`config.mk`:
```
export PLATFORM = sky130hd
export DESIGN_NAME = xint_edge_ctrl
export DESIGN_NICKNAME = d
export VERILOG_FILES = /design/src/rtl/xint_pkg.sv /design/src/rtl/xint_sync.sv /design/src/rtl/xint_edge_det.sv /design/src/rtl/xint_flag_bank.sv /design/src/rtl/xint_gate.sv /design/src/rtl/xint_edge_ctrl.sv
export SDC_FILE = /design/constraint.sdc
export NUM_CORES = 1
export LEC_CHECK = 0
export ABC_AREA = 1
export BUFFER_PORTS_ARGS = -buffer_cell sky130_fd_sc_hd__buf_4
export CORE_ASPECT_RATIO = 1.4
export CORE_MARGIN = 5
export CORE_UTILIZATION = 57
export DETAILED_ROUTE_END_ITERATION = 12
export GPL_TIMING_DRIVEN = 0
export PLACE_DENSITY = 0.78
export SLEW_MARGIN = 20
export SYNTH_ARGS = -nofsm -noshare
export SYNTH_HDL_FRONTEND = slang
export SYNTH_SLANG_ARGS = --single-unit
```
`constraint.sdc`:
```
create_clock -name clk -period 2.25 [get_ports clk]
set_input_delay 0.225 -clock clk [delete_from_list [all_inputs] [get_ports clk]]
set_output_delay 0.225 -clock clk [all_outputs]
set_load 0.02 [all_outputs]
```
`src/rtl/xint_pkg.sv`:
```
package xint_pkg;

  // 2-bit detection mode; the code values are part of the programming model
  typedef enum logic [1:0] {
    EDGE_NONE = 2'b00,
    EDGE_FALL = 2'b01,
    EDGE_RISE = 2'b10,
    EDGE_BOTH = 2'b11
  } edge_mode_e;

  // write port targets
  typedef enum logic [1:0] {
    WA_MODE  = 2'd0,
    WA_CLEAR = 2'd1,
    WA_MASK  = 2'd2,
    WA_SPARE = 2'd3
  } wr_addr_e;

  // decides whether a level step from prev to cur counts under a mode
  function automatic logic edge_hit(input edge_mode_e mode, input logic prev, input logic cur);
    logic rise;
    logic fall;
    rise = ~prev & cur;
    fall = prev & ~cur;
    case (mode)
      EDGE_FALL: edge_hit = fall;
      EDGE_RISE: edge_hit = rise;
      EDGE_BOTH: edge_hit = rise | fall;
      default:   edge_hit = 1'b0;
    endcase
  endfunction

  // enable update: acceptance dominates return
  function automatic logic gie_next(input logic cur, input logic accept, input logic reti);
    if (accept)    gie_next = 1'b0;
    else if (reti) gie_next = 1'b1;
    else           gie_next = cur;
  endfunction

endpackage

```
`src/rtl/xint_sync.sv`:
```
module xint_sync #(
  parameter int unsigned W      = 1,
  parameter int unsigned STAGES = 2
) (
  input  logic         clk,
  input  logic         rst_n,
  input  logic [W-1:0] d_i,
  output logic [W-1:0] q_o
);

  // chain resets high: idle level of the pins, so release creates no edge
  logic [STAGES-1:0][W-1:0] chain_q;

  always_ff @(posedge clk or negedge rst_n) begin
    if (!rst_n) chain_q <= '1;
    else        chain_q <= {chain_q[STAGES-2:0], d_i};
  end

  assign q_o = chain_q[STAGES-1];

endmodule

```
`src/rtl/xint_edge_det.sv`:
```
module xint_edge_det
  import xint_pkg::*;
#(
  parameter int unsigned W = 1
) (
  input  logic           clk,
  input  logic           rst_n,
  input  logic [W-1:0]   lvl_i,
  input  logic [2*W-1:0] mode_i,
  output logic [W-1:0]   hit_o
);

  logic [W-1:0] prev_q;

  always_ff @(posedge clk or negedge rst_n) begin
    if (!rst_n) prev_q <= '1;
    else        prev_q <= lvl_i;
  end

  for (genvar g = 0; g < W; g++) begin : g_bit
    assign hit_o[g] = edge_hit(edge_mode_e'(mode_i[2*g +: 2]), prev_q[g], lvl_i[g]);
  end

endmodule

```
`src/rtl/xint_flag_bank.sv`:
```
module xint_flag_bank #(
  parameter int unsigned N = 5
) (
  input  logic         clk,
  input  logic         rst_n,
  input  logic [N-1:0] set_i,
  input  logic [N-1:0] clr_i,
  input  logic         mask_we_i,
  input  logic [N-1:0] mask_d_i,
  output logic [N-1:0] flags_o,
  output logic [N-1:0] mask_o
);

  logic [N-1:0] flags_q;
  logic [N-1:0] mask_q;

  // set dominates a clear in the same cycle
  always_ff @(posedge clk or negedge rst_n) begin
    if (!rst_n) flags_q <= '0;
    else        flags_q <= (flags_q & ~clr_i) | set_i;
  end

  always_ff @(posedge clk or negedge rst_n) begin
    if (!rst_n)         mask_q <= '0;
    else if (mask_we_i) mask_q <= mask_d_i;
  end

  assign flags_o = flags_q;
  assign mask_o  = mask_q;

endmodule

```
`src/rtl/xint_gate.sv`:
```
module xint_gate
  import xint_pkg::*;
#(
  parameter int unsigned N = 5
) (
  input  logic         clk,
  input  logic         rst_n,
  input  logic         accept_i,
  input  logic         reti_i,
  input  logic [N-1:0] flags_i,
  input  logic [N-1:0] mask_i,
  output logic         gie_o,
  output logic         irq_o
);

  logic gie_q;

  always_ff @(posedge clk or negedge rst_n) begin
    if (!rst_n) gie_q <= 1'b0;
    else        gie_q <= gie_next(gie_q, accept_i, reti_i);
  end

  assign gie_o = gie_q;
  assign irq_o = gie_q & (|(flags_i & mask_i));

endmodule

```
`src/rtl/xint_edge_ctrl.sv`:
```
module xint_edge_ctrl
  import xint_pkg::*;
#(
  parameter int unsigned N_FIX       = 2,
  parameter int unsigned N_PROG      = 2,
  parameter int unsigned WAKE_W      = 8,
  parameter int unsigned SYNC_STAGES = 2,
  parameter int unsigned DATA_W      = ((N_FIX + N_PROG + 1) > 2 * N_PROG) ?
                                       (N_FIX + N_PROG + 1) : (2 * N_PROG)
) (
  input  logic                    clk,
  input  logic                    rst_n,
  input  logic [N_FIX-1:0]        fix_pin_i,
  input  logic [N_PROG-1:0]       prog_pin_i,
  input  logic [WAKE_W-1:0]       wake_pin_i,
  input  logic                    wr_en_i,
  input  logic [1:0]              wr_addr_i,
  input  logic [DATA_W-1:0]       wr_data_i,
  input  logic                    accept_i,
  input  logic                    reti_i,
  output logic [N_FIX+N_PROG:0]   flags_o,
  output logic                    gie_o,
  output logic                    irq_o
);

  localparam int unsigned NUM_SRC  = N_FIX + N_PROG + 1;
  localparam int unsigned CFG_W    = 2 * N_PROG;
  localparam int unsigned IDX_PROG = N_FIX;
  localparam int unsigned IDX_WAKE = N_FIX + N_PROG;
  localparam logic [2*N_FIX-1:0]  FIX_MODES  = {N_FIX{EDGE_FALL}};
  localparam logic [2*WAKE_W-1:0] WAKE_MODES = {WAKE_W{EDGE_FALL}};

  // synchronized pin levels
  logic [N_FIX-1:0]  fix_lvl;
  logic [N_PROG-1:0] prog_lvl;
  logic [WAKE_W-1:0] wake_lvl;

  // detected edge events, named for the checker
  logic [N_FIX-1:0]  fix_hit;
  logic [N_PROG-1:0] prog_hit;
  logic [WAKE_W-1:0] wake_hit;
  logic [NUM_SRC-1:0] flag_set;
  logic [NUM_SRC-1:0] flag_clr;

  // write decode
  wr_addr_e    addr;
  logic        mode_we;
  logic        mask_we;
  logic [CFG_W-1:0]   edge_cfg_q;
  logic [NUM_SRC-1:0] mask_q;

  assign addr    = wr_addr_e'(wr_addr_i);
  assign mode_we = wr_en_i && (addr == WA_MODE);
  assign mask_we = wr_en_i && (addr == WA_MASK);
  assign flag_clr = (wr_en_i && (addr == WA_CLEAR)) ? ~wr_data_i[NUM_SRC-1:0] : '0;

  always_ff @(posedge clk or negedge rst_n) begin
    if (!rst_n)       edge_cfg_q <= '0;
    else if (mode_we) edge_cfg_q <= wr_data_i[CFG_W-1:0];
  end

  xint_sync #(.W(N_FIX), .STAGES(SYNC_STAGES)) u_sync_fix (
    .clk(clk), .rst_n(rst_n), .d_i(fix_pin_i), .q_o(fix_lvl)
  );
  xint_sync #(.W(N_PROG), .STAGES(SYNC_STAGES)) u_sync_prog (
    .clk(clk), .rst_n(rst_n), .d_i(prog_pin_i), .q_o(prog_lvl)
  );
  xint_sync #(.W(WAKE_W), .STAGES(SYNC_STAGES)) u_sync_wake (
    .clk(clk), .rst_n(rst_n), .d_i(wake_pin_i), .q_o(wake_lvl)
  );

  xint_edge_det #(.W(N_FIX)) u_det_fix (
    .clk(clk), .rst_n(rst_n), .lvl_i(fix_lvl), .mode_i(FIX_MODES), .hit_o(fix_hit)
  );
  xint_edge_det #(.W(N_PROG)) u_det_prog (
    .clk(clk), .rst_n(rst_n), .lvl_i(prog_lvl), .mode_i(edge_cfg_q), .hit_o(prog_hit)
  );
  xint_edge_det #(.W(WAKE_W)) u_det_wake (
    .clk(clk), .rst_n(rst_n), .lvl_i(wake_lvl), .mode_i(WAKE_MODES), .hit_o(wake_hit)
  );

  assign flag_set[N_FIX-1:0]            = fix_hit;
  assign flag_set[IDX_PROG +: N_PROG]   = prog_hit;
  assign flag_set[IDX_WAKE]             = |wake_hit;

  xint_flag_bank #(.N(NUM_SRC)) u_flags (
    .clk(clk), .rst_n(rst_n),
    .set_i(flag_set), .clr_i(flag_clr),
    .mask_we_i(mask_we), .mask_d_i(wr_data_i[NUM_SRC-1:0]),
    .flags_o(flags_o), .mask_o(mask_q)
  );

  xint_gate #(.N(NUM_SRC)) u_gate (
    .clk(clk), .rst_n(rst_n),
    .accept_i(accept_i), .reti_i(reti_i),
    .flags_i(flags_o), .mask_i(mask_q),
    .gie_o(gie_o), .irq_o(irq_o)
  );

endmodule

```
==> Yosys cells after proc, flatten, opt, wreduce, memory -nomap -nowiden <==
Cells that the tools add are included.
{ "word_totals": {"regBits": 51, "inputBits": 24, "out_inout_bits": 7, "word_cells": 69} }
{ "op_classes": {"n_eq_ne": 8, "muxes": 5, "n_bitwise": 36, "n_reduce_logical": 7} }
{ "ops": {"columns": ["op", "count"], "rows": [
  ["AND 1 bit", 15],
  ["inverter 1 bit", 14],
  ["AND 5 bit", 2],
  ["equality test 2 bit (second input constant)", 5],
  ["inverter 5 bit", 2],
  ["OR reduction 8 bit", 1],
  ["equality test 2 x 1 -> 1 bit (second input constant)", 3],
  ["case mux 1 bit (3 select lines)", 2],
  ["two-way mux 5 bit", 1],
  ["OR 5 bit", 1],
  ["OR reduction 5 bit", 1],
  ["logical AND 1 bit", 3],
  ["zero test 2 bit", 1],
  ["two-way mux 1 bit", 2],
  ["OR 1 bit", 2],
  ["nonzero test 2 bit", 1]
]} }

==> Depth between registers and ports, before layout <==
{ "depth": {"word_depth": 6, "ltp_mapped": 5} }

==> Modules after synthesis <==
A second synthesis with hierarchy kept.
{ "hier_totals": {"hier_cells": 278, "hier_area_um2": 2512.4} }
{ "by_module_without_submodules": {"columns": ["module", "instances", "cells_per_inst", "area_per_inst_um2", "seq_area_each_um2"], "rows": [
  ["xint_edge_det (u_det_wake)", 1, 96, 720.7, 210.2],
  ["xint_sync (u_sync_wake)", 1, 24, 480.5, 420.4],
  ["xint_flag_bank", 1, 46, 385.4, 250.2],
  ["xint_edge_det (u_det_fix ...)", 2, 24, 180.2, 52.6],
  ["xint_edge_ctrl", 1, 39, 251.5, 100.1],
  ["xint_sync (u_sync_fix ...)", 2, 6, 120.1, 105.1],
  ["xint_gate", 1, 13, 73.8, 25.0]
]} }

==> Least setup slack after synthesis <==
OpenSTA, ideal clock, no wires.
{ "synth_path": {"path_type": "register -> register", "startpoint": "register u_det_prog.prev_q[1]", "endpoint": "register u_flags.flags_q[3] (netlist: u_flags.flags_o[3])", "setup_ns": 0.121, "arrival_time_ns": 1.087, "required_ns": 2.129, "slack_ns": 1.043, "path_stages_with_launch": 6, "path_buffers": 0, "cell_sequence": "dfstp_2 -> inv_1 -> ha_1 -> or2_2 -> nand3_1 -> nand2_1"} }
{ "synth_between": {"elab_chain_len": 5, "elab_cells_between_ends": 6} }
{ "synth_rtl": {"columns": ["item", "line", "source"], "rows": [
  ["from (decl)", "xint_edge_det.sv:13", "logic [W-1:0] prev_q;"],
  ["from (signal assigned)", "xint_edge_det.sv:17", "else prev_q <= lvl_i;"],
  ["inverter 1 bit", "xint_pkg.sv:23", "rise = ~prev & cur;"],
  ["AND 1 bit", "xint_pkg.sv:23", null],
  ["OR 1 bit", "xint_pkg.sv:28", "EDGE_BOTH: edge_hit = rise | fall;"],
  ["case mux 1 bit (3 select lines) (*)", "xint_pkg.sv:25", "case (mode)"],
  ["OR 5 bit (*)", "xint_flag_bank.sv:20", "else flags_q <= (flags_q & ~clr_i) | set_i;"],
  ["to (signal assigned)", "xint_flag_bank.sv:20", null],
  ["to (decl)", "xint_flag_bank.sv:14", "logic [N-1:0] flags_q;"]
]} }
Mark *: on every way between the ends. The rest lies on a longest branch, timed or not.
A chain may end at the register's enable or synchronous reset.

==> Final worst setup path <==
{ "layout_path": {"startpoint": "register u_flags.flags_q[4] (netlist: u_flags.flags_o[4])", "endpoint": "output port irq_o"} }
{ "layout_between": {"elab_chain_len": 3} }
{ "layout_rtl": {"columns": ["item", "line", "source"], "rows": [
  ["AND 5 bit", "xint_gate.sv:24", "assign irq_o = gie_q & (|(flags_i & mask_i));"],
  ["OR reduction 5 bit", "xint_gate.sv:24", null],
  ["AND 1 bit", "xint_gate.sv:24", null],
  ["to (decl)", "xint_edge_ctrl.sv:23", "output logic irq_o"]
]} }
Every way passes these cells.

==> results.md <==
* Critical path class: reg2out
* Post-DR wirelength/cell at 13.2 µm
* Crit. End Element: output pin
* Netlist cell types at 13
* WP data required at 2.03 ns
* Startpoint types: flip-flop
* Worst Reg-to-Reg Cells at 5
* Design area at 2140 µm²
* Syn_nets at 172
* Fill count at 217
* Maximum VDD drop at 0.000546 V
* Remaining antenna violation count at 0
* Final Max Slew Viols at 0
* Hold slack final at 0.0322 ns
* Root Driver: clkbuf_8
* Cells after Synth at 144
* Post-CTS Setup Bufs at 0
* Leakage at 1.06 nW
* WHS Path Cells at 1
* Antenna violations before repair at 0
* Max frequency at 715 MHz
* Synth Warn # at 0
* CTS tree: yes
* Worst setup path endpoint: irq_o
* Max Cap Viol at 0
* Placed cell area at 2030 µm²
* Placed Instances at 213
* CP arrival at 1.17 ns
* Status: complete, no violations
* Vias at 1102
* Largest net degree at the start of global routing at 52
* P&R area growth vs syn at 21.8%
* # H-tree levels at 2
* Least-Margin Pin Slew at 0.583 ns
* Drt first pass iters at 4
* P per Cell Area at 837 nW/µm²
* Reg2reg end: u_flags.flags_o[2]$_DFF_PN0_
* Fraction of layout cells with a size suffix above 1 at 0.421
* Worst min-delay path category: in2reg
* Io pins at 31
* Post-layout util at 0.707
* FF/Latch Area at 1320 µm²
* Die Y at 75.7 µm
* Post-synthesis sequential area ratio at 0.751
* N_diodes at 0
* Mapped Avg Cell Area at 12.2 µm²
* Final min period at 1.40 ns
* Routed WL at 2920 µm
* Core region area at 3030 µm²
* R2r startpoint: u_det_prog.prev_q[0]$_DFF_PN1_
* FF+latch count, synth at 51
* Vias in the first global route at 1272
* Rel. slew slack at 0.611
* Die ar. at 4310 µm²
* First-pass GRT wire length at 5350 µm
* R2R setup slack at 0.95 ns
* Clk_skew at 0.00611 ns
* Clock Tree Buf Depth at 2
* # hold bufs at CTS at 1
* Clock Latency Late Sink at 0.29 ns
* Non-filler cells, final at 222
* DRC violations left at 0
* Total grt overflow at 0
* Fin crit share at 0.622
* Num CTS Buffers at 5
* Initial Utilization at 0.580
* Vias/cell at 4.96
* Aggregate global-route resource usage at 0.165
* Chip width at 57.0 µm
* Final #Nets at 210
* Footprint of the multi-input gates at 359 µm²
* Fin. Hold Viols at 0
* Cell Rows at 24
* Final setup violation count at 0
* Worst-path clk slew at 0.08 ns
* CTS sink cnt at 51
* # resized after CTS at 0
* Worst-path fanout max at 3
* Worst setup startpoint: u_flags.flags_o[4]$_DFF_PN0_
* Hpwl dp at 2050 µm
* Synth Cell Area at 1760 µm²
* Final setup TNS at 0 ns
* Initial DRC count at 25
* Port Buffers at 30
* RSZ-0062 raised after global routing: no
* GP Congestion at 0.843
==> synthesized netlist by cell type <==
master / number / area (µm²)
dfrtp_1: 15 / 375
dfstp_2: 36 / 946
nand3_1: 7 / 35.0
o21ai_0: 8 / 40.0
nand3_2: 2 / 20.0
nand2_1: 36 / 135
a21o_1: 2 / 15.0
ha_1: 4 / 50.1
or2_2: 2 / 12.5
nor2_1: 5 / 18.8
o21a_1: 1 / 7.51
inv_1: 21 / 78.8
o21ai_1: 5 / 25.0
==> layout make-up <==
class                           instances  area share
Clock buffer                            8      0.0467
Inverter                               21      0.0368
Multi-Input combinational cell         72       0.168
Sequential cell                        51       0.616
Tap cell                               39      0.0228
Timing Repair Buffer                   31       0.110
==> worst min path at each step <==
stage / from / endpoint / slack, ns
final: prog_pin_i[1] / u_sync_prog.chain_q[1]$_DFF_PN1_ / 0.03
after global routing: wake_pin_i[5] / u_sync_wake.chain_q[5]$_DFF_PN1_ / 0.01
after CTS: prog_pin_i[1] / u_sync_prog.chain_q[1]$_DFF_PN1_ / 0.02
after detailed placement: rst_n / edge_cfg_q[2]$_DFFE_PN0P_ / 0.27
after global placement: rst_n / edge_cfg_q[2]$_DFFE_PN0P_ / 0.25
after floorplan: rst_n / edge_cfg_q[0]$_DFFE_PN0P_ / -0.07
==> cells by family (layout without fill, tap and decap cells) <==
group,count (synthesis),in the layout,share of synthesized area
buffers and inverters,21,60,0.0448
and+or+nand+nor,52,52,0.126
AOI/OAI and AO/OA,16,16,0.0498
adders and majority gates,4,4,0.0285
DFF,51,51,0.751
==> where the power goes <==
| group | internal (W) | leakage [nW] | total, W | switching (W) |
|---|---|---|---|---|
| registers | 0.00101 | 0.552 | 0.00106 | 0.0000432 |
| logic | 0.0000883 | 0.452 | 0.000193 | 0.000105 |
| clock network | 0.000281 | 0.0515 | 0.000544 | 0.000264 |
==> registers in the layout, indices dropped and copies added (netlist names) <==
register and flops:
u_det_wake.prev_q 8, u_sync_wake.chain_q 8, u_sync_wake.q_o 8, u_flags.flags_o 5, u_flags.mask_o 5, edge_cfg_q 4
u_det_fix.prev_q 2, u_det_prog.prev_q 2, u_sync_fix.chain_q 2, u_sync_fix.q_o 2, u_sync_prog.chain_q 2, u_sync_prog.q_o 2
u_gate.gie_o 1
==> per-stage QoR <==
stage                     power, W  setup slack [ns]
after detailed placement   0.00126             0.965
after global placement     0.00125              1.00
after global routing       0.00190             0.798
final                      0.00179             0.851
after floorplan            0.00116              1.04
after CTS                  0.00182             0.858
==> per-layer routing <==
metal  GRT usage  routed length, µm
met1       0.163               1000
met2       0.305               1670
met3      0.0593                181
met4      0.0799                 68
met5           0                  0
==> layout by cell type (no fill, tap or decap), types with 4 or more instances in the layout <==
cell       n
ha_1       4
inv_1     21
clkbuf_8   7
o21ai_0    8
dfrtp_1   15
nand3_1    7
dfstp_2   36
nand2_1   36
buf_4     30
nor2_1     5
o21ai_1    5
==> worst max-delay path, stage by stage, from the launching register on <==
cell and delay [ns]:
dfrtp_1 0.40, nand2_1 0.07, nand3_1 0.08, o21a_1 0.17, buf_4 0.15
Power figures use the tool's default switching activity.
